--- src/rtl/planar_pkg.sv ---
package planar_pkg;
    localparam int PLANES = 4;
    localparam int BYTE_W = 8;
    localparam int BUS_W  = PLANES * BYTE_W;
    localparam int IDX_W  = 3;
    localparam int PSEL_W = $clog2(PLANES);
    localparam int FN_LSB = 3;

    typedef enum logic [1:0] {
        FN_PASS = 2'b00,
        FN_AND  = 2'b01,
        FN_OR   = 2'b10,
        FN_XOR  = 2'b11
    } alu_fn_e;

    typedef enum logic {
        WM_COMBINE = 1'b0,
        WM_LATCH   = 1'b1
    } wmode_e;

    localparam logic [IDX_W-1:0] IX_MASK     = 3'd0;
    localparam logic [IDX_W-1:0] IX_PLANE_EN = 3'd1;
    localparam logic [IDX_W-1:0] IX_FUNC     = 3'd2;
    localparam logic [IDX_W-1:0] IX_MODE     = 3'd3;
    localparam logic [IDX_W-1:0] IX_RSEL     = 3'd4;

    typedef struct packed {
        logic [BYTE_W-1:0] bit_mask;
        logic [PLANES-1:0] plane_en;
        alu_fn_e           fn;
        wmode_e            mode;
        logic [PSEL_W-1:0] rd_plane;
    } cfg_t;
endpackage

--- src/rtl/planar_regs.sv ---
module planar_regs
    import planar_pkg::*;
(
    input  logic              clk,
    input  logic              rst_n,
    input  logic              reg_wr,
    input  logic              reg_sel,
    input  logic [BYTE_W-1:0] reg_wdata,
    output cfg_t              cfg
);
    typedef struct packed {
        logic [IDX_W-1:0] idx;
        cfg_t             cfg;
    } regs_t;

    regs_t regs_d, regs_q;

    always_comb begin
        regs_d = regs_q;
        if (reg_wr) begin
            if (!reg_sel) begin
                regs_d.idx = reg_wdata[IDX_W-1:0];
            end else begin
                case (regs_q.idx)
                    IX_MASK:     regs_d.cfg.bit_mask = reg_wdata;
                    IX_PLANE_EN: regs_d.cfg.plane_en = reg_wdata[PLANES-1:0];
                    IX_FUNC:     regs_d.cfg.fn = alu_fn_e'(reg_wdata[FN_LSB+1:FN_LSB]);
                    IX_MODE:     regs_d.cfg.mode = wmode_e'(reg_wdata[0]);
                    IX_RSEL:     regs_d.cfg.rd_plane = reg_wdata[PSEL_W-1:0];
                    default:     ;
                endcase
            end
        end
    end

    always_ff @(posedge clk) begin
        if (!rst_n) begin
            regs_q.idx          <= '0;
            regs_q.cfg.bit_mask <= '1;
            regs_q.cfg.plane_en <= '1;
            regs_q.cfg.fn       <= FN_PASS;
            regs_q.cfg.mode     <= WM_COMBINE;
            regs_q.cfg.rd_plane <= '0;
        end else begin
            regs_q <= regs_d;
        end
    end

    assign cfg = regs_q.cfg;

    // the index only moves on an index write
    p_index_hold_r12: assert property (@(posedge clk) disable iff (!rst_n)
        !(reg_wr && !reg_sel) |=> $stable(regs_q.idx));

    // data writes to an unused index leave the configuration alone
    p_unused_index_r12: assert property (@(posedge clk) disable iff (!rst_n)
        (reg_wr && reg_sel && regs_q.idx > IX_RSEL) |=> $stable(regs_q.cfg));
endmodule

--- src/rtl/planar_plane_alu.sv ---
module planar_plane_alu
    import planar_pkg::*;
#(
    parameter int W = BYTE_W
) (
    input  logic [W-1:0] cpu_byte,
    input  logic [W-1:0] latch_byte,
    input  alu_fn_e      fn,
    input  wmode_e       mode,
    input  logic [W-1:0] bit_mask,
    output logic [W-1:0] out_byte
);
    logic [W-1:0] fn_out;

    always_comb begin
        case (fn)
            FN_AND:  fn_out = cpu_byte & latch_byte;
            FN_OR:   fn_out = cpu_byte | latch_byte;
            FN_XOR:  fn_out = cpu_byte ^ latch_byte;
            default: fn_out = cpu_byte;
        endcase
    end

    always_comb begin
        if (mode == WM_LATCH) begin
            out_byte = latch_byte;
        end else begin
            out_byte = (fn_out & bit_mask) | (latch_byte & ~bit_mask);
        end
    end
endmodule

--- src/rtl/planar_write_path.sv ---
module planar_write_path
    import planar_pkg::*;
#(
    parameter int ADDR_W = 16
) (
    input  logic              clk,
    input  logic              rst_n,
    input  logic [ADDR_W-1:0] cpu_addr,
    input  logic              cpu_rd,
    input  logic              cpu_wr,
    input  logic [BYTE_W-1:0] cpu_wdata,
    output logic [BYTE_W-1:0] cpu_rdata,
    output logic              cpu_rvalid,
    input  logic              reg_wr,
    input  logic              reg_sel,
    input  logic [BYTE_W-1:0] reg_wdata,
    output logic [ADDR_W-1:0] mem_addr,
    output logic              mem_rd,
    output logic [PLANES-1:0] mem_we,
    output logic [BUS_W-1:0]  mem_wdata,
    input  logic [BUS_W-1:0]  mem_rdata
);
    typedef struct packed {
        logic              rd_pend;
        logic [PSEL_W-1:0] rd_plane;
        logic [ADDR_W-1:0] addr;
        logic [PLANES-1:0] we;
        logic [BUS_W-1:0]  wdata;
        logic [BUS_W-1:0]  latch;
        logic [BYTE_W-1:0] rdata;
        logic              rvalid;
    } st_t;

    st_t st_d, st_q;
    cfg_t cfg;
    logic [BUS_W-1:0] op_latch;
    logic [BUS_W-1:0] wr_bytes;

    planar_regs u_regs (
        .clk       (clk),
        .rst_n     (rst_n),
        .reg_wr    (reg_wr),
        .reg_sel   (reg_sel),
        .reg_wdata (reg_wdata),
        .cfg       (cfg)
    );

    // A read finishing this cycle forwards its fetched bytes as the operand
    assign op_latch = st_q.rd_pend ? mem_rdata : st_q.latch;

    for (genvar p = 0; p < PLANES; p++) begin : g_plane
        planar_plane_alu #(.W(BYTE_W)) u_alu (
            .cpu_byte   (cpu_wdata),
            .latch_byte (op_latch[p*BYTE_W +: BYTE_W]),
            .fn         (cfg.fn),
            .mode       (cfg.mode),
            .bit_mask   (cfg.bit_mask),
            .out_byte   (wr_bytes[p*BYTE_W +: BYTE_W])
        );
    end

    always_comb begin
        st_d         = st_q;
        st_d.rd_pend = 1'b0;
        st_d.we      = '0;
        st_d.rvalid  = 1'b0;
        if (st_q.rd_pend) begin
            st_d.latch  = mem_rdata;
            st_d.rdata  = mem_rdata[int'(st_q.rd_plane)*BYTE_W +: BYTE_W];
            st_d.rvalid = 1'b1;
        end
        if (cpu_rd) begin
            st_d.rd_pend  = 1'b1;
            st_d.addr     = cpu_addr;
            st_d.rd_plane = cfg.rd_plane;
        end else if (cpu_wr) begin
            st_d.we    = cfg.plane_en;
            st_d.addr  = cpu_addr;
            st_d.wdata = wr_bytes;
        end
    end

    always_ff @(posedge clk) begin
        if (!rst_n) begin
            st_q <= '0;
        end else begin
            st_q <= st_d;
        end
    end

    assign mem_addr   = st_q.addr;
    assign mem_rd     = st_q.rd_pend;
    assign mem_we     = st_q.we;
    assign mem_wdata  = st_q.wdata;
    assign cpu_rdata  = st_q.rdata;
    assign cpu_rvalid = st_q.rvalid;

    // read data appears exactly one cycle after the memory read cycle
    p_rvalid_follows_r2: assert property (@(posedge clk) disable iff (!rst_n)
        mem_rd |=> cpu_rvalid);
    p_rvalid_only_r2: assert property (@(posedge clk) disable iff (!rst_n)
        !mem_rd |=> !cpu_rvalid);

    // latches are only reloaded by a completing read
    p_latch_hold_r4: assert property (@(posedge clk) disable iff (!rst_n)
        !st_q.rd_pend |=> $stable(st_q.latch));

    // latch-copy mode writes the held latches
    p_latch_copy_r7: assert property (@(posedge clk) disable iff (!rst_n)
        (cpu_wr && !cpu_rd && !st_q.rd_pend && cfg.mode == WM_LATCH)
        |=> mem_wdata == $past(st_q.latch));

    // an all-zero mask passes the latches through
    p_mask_zero_r6: assert property (@(posedge clk) disable iff (!rst_n)
        (cpu_wr && !cpu_rd && !st_q.rd_pend && cfg.mode == WM_COMBINE
         && cfg.bit_mask == '0) |=> mem_wdata == $past(st_q.latch));

    // write enables follow the plane-enable register
    p_we_enable_r8: assert property (@(posedge clk) disable iff (!rst_n)
        (cpu_wr && !cpu_rd) |=> mem_we == $past(cfg.plane_en));

    // no write enable without a write strobe one cycle earlier
    p_we_one_cycle_r9: assert property (@(posedge clk) disable iff (!rst_n)
        !cpu_wr |=> mem_we == '0);

    // a read strobe wins over a simultaneous write strobe
    p_read_wins_r10: assert property (@(posedge clk) disable iff (!rst_n)
        cpu_rd |=> (mem_rd && mem_we == '0));
endmodule

--- config.mk ---
export PLATFORM = sky130hd
export DESIGN_NAME = planar_write_path
export DESIGN_NICKNAME = d
export VERILOG_FILES = /design/src/rtl/planar_pkg.sv /design/src/rtl/planar_regs.sv /design/src/rtl/planar_plane_alu.sv /design/src/rtl/planar_write_path.sv
export SDC_FILE = /design/constraint.sdc
export NUM_CORES = 1
export LEC_CHECK = 0
export CAP_MARGIN = 0
export CELL_PAD_IN_SITES_DETAIL_PLACEMENT = 0
export CELL_PAD_IN_SITES_GLOBAL_PLACEMENT = 1
export CORE_ASPECT_RATIO = 1.75
export CORE_MARGIN = 3
export CORE_UTILIZATION = 35
export CTS_BUF_LIST = sky130_fd_sc_hd__clkbuf_8
export CTS_CLUSTER_DIAMETER = 50
export DETAILED_ROUTE_END_ITERATION = 8
export PLACE_DENSITY_LB_ADDON = 0.08
export SLEW_MARGIN = 5
export SYNTH_ARGS = -nofsm -noshare
export SYNTH_HDL_FRONTEND = slang
export SYNTH_SLANG_ARGS = --single-unit
--- constraint.sdc ---
create_clock -name clk -period 1.84 [get_ports clk]
set_input_delay 0.46 -clock clk [delete_from_list [all_inputs] [get_ports clk]]
set_output_delay 0.46 -clock clk [all_outputs]
set_load 0.01 [all_outputs]
==> impl_metrics.yaml <==
drt:
  drcViolationCount: 0
  detail_route.wirelength_mm: 19.0
  antenna_left: 0
  vias_per_cell: 5.10
  vias: 5644
  dr.first_iter.drc_count: 141
  drt_pass1_iterations: 4
  wl_per_instance_um: 17.2
timing:
  worstMarginPinSlew_ns: 0.600
  layout_setup_ws_ns: 0.0512
  clock.fmax_mhz: 559
  max_slew_violation_count: 0
  layout_worst_path_cycle_share_pct: 97.2
  max_transition_margin_pct: 59.8
  layout_min_cycle_time_ns: 1.79
  finalClockSkew_ns: 0.0165
  setup_viol: 0
  grt_setup_unrepaired: "no"
  hold_viol_final: 0
placement:
  globalplace.congestion: 0.814
  io_buffers: 131
  dpl.hpwl_mm: 13.6
  pre_cts_slack_ns: -0.190
clock_tree:
  worst_skew_pair.late_latency_ns: 0.43
  clock_tree_from_tritoncts: "yes"
  max_root_sink_buffers: 2
  cts.sink_count: 116
  clk_root_buffer_cell: "sky130_fd_sc_hd__clkbuf_8"
  postCtsHoldBufs: 0
  htree_levels: 4
  tritoncts.num_buffers: 17
  cts.reportedPaths.clkPinSlew_ns: 0.08
pwr:
  ir_drop_worst_vdd_mv: 0.382
  total_leakage_power_nw: 3.85
  p_per_area_mw_per_mm2: 693
final_layout:
  syn2layout_area_growth_pct: 30.6
  area_taken_by_flip_flops_and_latches_mm2: 0.00233
  multi_input_comb_area_mm2: 0.00355
  design.final.nets: 989
  drive_above_1_share_pct: 15.9
  finalCoreUtilization_pct: 46.8
  num-fill-cells: 1862
  diodes: 0
critical_path:
  worstPathArrival_ns: 1.33
  path_buf_inv: 1
  ff2ff_setup_slack_ns: 0.13
  timing.critical_path.required_ns: 1.38
  setup.worst_path.start_class: "register"
  max_stage_delay_ns: 0.55
  worst_setup_path_end_kind: "output port"
  cp_cell_sequence: "clkdlybuf4s50_1"
  maximum_fanout_encountered_on_the_critical_timing_path: 2
  path_delay_family: "buffers and inverters"
  cp_slowest_cell: "sky130_fd_sc_hd__clkdlybuf4s50_1"
  crit_type: "register to output port"
global_routing:
  antenna_violations_before_repair: 0
  gr-total-overflow: 0
  grt_start_max_net_pins: 39
  grt_usage_pct: 18.2
  grt_pass1_vias: 5912
  grt_pass1_wl_mm: 30.6
yosys:
  synth_sequential_area_ratio_pct: 34.8
  mappedNetlistArea_mm2: 0.00668
  synthesis.area_per_instance_um2: 9.13
  yosys_warnings: 0
  synth_top_area_share_pct: 34.8
  netlist.top_cell.by_area: "sky130_fd_sc_hd__dfxtp_1"
  synth_fp_nets: 866
  flip_flop_and_latch_count_after_synthesis: 116
  synth_cell_type_count: 30
  synthTopCellsByArea: "sky130_fd_sc_hd__dfxtp_1 35%, sky130_fd_sc_hd__ha_1 12%, sky130_fd_sc_hd__buf_4 7.6%"
  syn-instance-count: 732
floorplan:
  design.core.area_mm2: 0.0187
  floorplan.rows: 66
  num_io_pins: 132
  die_area_mm2: 0.0209
  die-width_um: 110
  die_height_um: 189
  starting_utilization_of_the_core_area_pct: 35.8
worst_hold_path:
  hold_removal_path_class: "input port to register"
status:
  run_status: "finished clean"
run:
  drv.max_cap_violation_count: 0
-- state kept, by name, summed over array words and instances (netlist names) --
| register | count |
|---|---|
| cpu_rdata | 8 |
| mem_wdata | 32 |
| u_regs.cfg | 17 |
| mem_we | 4 |
| st_q | 34 |
| u_regs.regs_q | 3 |
| mem_addr | 16 |
| cpu_rvalid | 1 |
| mem_rd | 1 |
-- kinds of logic after synthesis --
logic type | synth area share (%)
simple gates | 15.8
fa+ha+maj | 12.0
flops | 34.8
compound gates | 15.3
buf+inv | 12.8
mux | 9.44
-- Yosys cell counts (all sizes together) --
cell type / n
mux2i: 45
inv: 41
or2b: 1
nand3b: 1
nand2b: 67
a32oi: 32
nand2: 32
ha: 64
nand3: 30
nor2: 55
a21oi: 21
and3b: 1
buf: 88
and3: 5
and2: 2
clkbuf: 20
mux4: 8
o311a: 8
dfxtp: 116
nor2b: 11
a221oi: 32
and2b: 1
o21ai: 49
or2: 2
-- per-stage QoR --
step           hold slack [ns]  cell area, µm²  cells  total power [W]  setup TNS (ns)
2_1_floorplan            0.432            6700    732          0.00342               0
3_3_place_gp             0.438            8340   1074          0.00395           -3.84
3_5_place_dp             0.446            8340   1074          0.00398           -4.26
4_1_cts                  0.418            8700   1107          0.00616               0
5_1_grt                  0.444            8730   1106          0.00637               0
6_report                 0.452            8730   1106          0.00605               0
-- final timing paths --
path | startpoint | endpoint | cells past startpoint
worst max-delay path | mem_wdata[20] | mem_wdata[20] | 1
worst min-delay path | rst_n | mem_wdata[9] | 3
worst max register to register | mem_rd | mem_wdata[22] | 6
worst min register to register | mem_addr[8] | mem_addr[8] | 2
-- worst register-to-register path, stage by stage (launching register included) --
cell	delay, ns
sky130_fd_sc_hd__dfxtp_4	0.39
sky130_fd_sc_hd__buf_12	0.18
sky130_fd_sc_hd__mux2i_1	0.34
sky130_fd_sc_hd__ha_1	0.28
sky130_fd_sc_hd__nand2b_1	0.14
sky130_fd_sc_hd__a32oi_1	0.18
sky130_fd_sc_hd__a221oi_1	0.09
-- power breakdown --
part / total [W] / switching, W / internal, W
clock: 0.00214 / 0.00117 / 0.000974
combinational: 0.00118 / 0.000544 / 0.000636
sequential: 0.00272 / 0.0000726 / 0.00265
total: 0.00605 / 0.00179 / 0.00426
-- layout make-up --
cell class                      count  area share [%]
Multi-Input combinational cell    467            40.6
Sequential cell                   116            26.7
Timing Repair Buffer              212            23.5
Tap cell                          238            3.41
Clock buffer                       18            2.84
Inverter                           41            1.76
Clock inverter                     14            1.22
-- cells in the final DEF, fill, tap and decap left out, types with 3 or more instances in the layout --
master,netlist,layout
sky130_fd_sc_hd__dlymetal6s2s_1,0,9
sky130_fd_sc_hd__a32oi_1,32,32
sky130_fd_sc_hd__buf_12,0,10
sky130_fd_sc_hd__mux2i_1,45,39
sky130_fd_sc_hd__clkbuf_8,0,18
sky130_fd_sc_hd__nor2_1,55,55
sky130_fd_sc_hd__a21oi_1,21,21
sky130_fd_sc_hd__buf_4,68,71
sky130_fd_sc_hd__ha_1,64,64
sky130_fd_sc_hd__dfxtp_1,116,114
sky130_fd_sc_hd__inv_1,41,40
sky130_fd_sc_hd__mux2i_2,0,4
sky130_fd_sc_hd__o311a_1,6,6
sky130_fd_sc_hd__and3_1,5,5
sky130_fd_sc_hd__mux4_2,8,8
sky130_fd_sc_hd__nand2b_1,67,67
sky130_fd_sc_hd__dlygate4sd2_1,0,10
sky130_fd_sc_hd__nand2_1,32,32
sky130_fd_sc_hd__clkdlybuf4s50_1,0,111
sky130_fd_sc_hd__clkinvlp_4,0,7
sky130_fd_sc_hd__nand3_1,30,30
sky130_fd_sc_hd__a221oi_1,31,31
sky130_fd_sc_hd__nor2b_1,10,10
sky130_fd_sc_hd__o21ai_0,49,49
sky130_fd_sc_hd__inv_6,0,3
-- timing repair --
| item | 4_1_cts | 5_1_grt |
|---|---|---|
| gates resized for setup | 14 | 14 |
| setup endpoints to repair | 10 | 20 |
| buffers inserted | 1 | 0 |
| pin swaps | 0 | 0 |
-- per-layer routing --
layer	track usage [%]	part of all wire [%]	vias to the layer above
li1	-	-	2747
met3	2.92	3.0	28
met2	33.6	53	109
met4	7.54	2.9	0
met5	0	0	-
met1	20.6	41	2760
(Power assumes the default switching activity.)
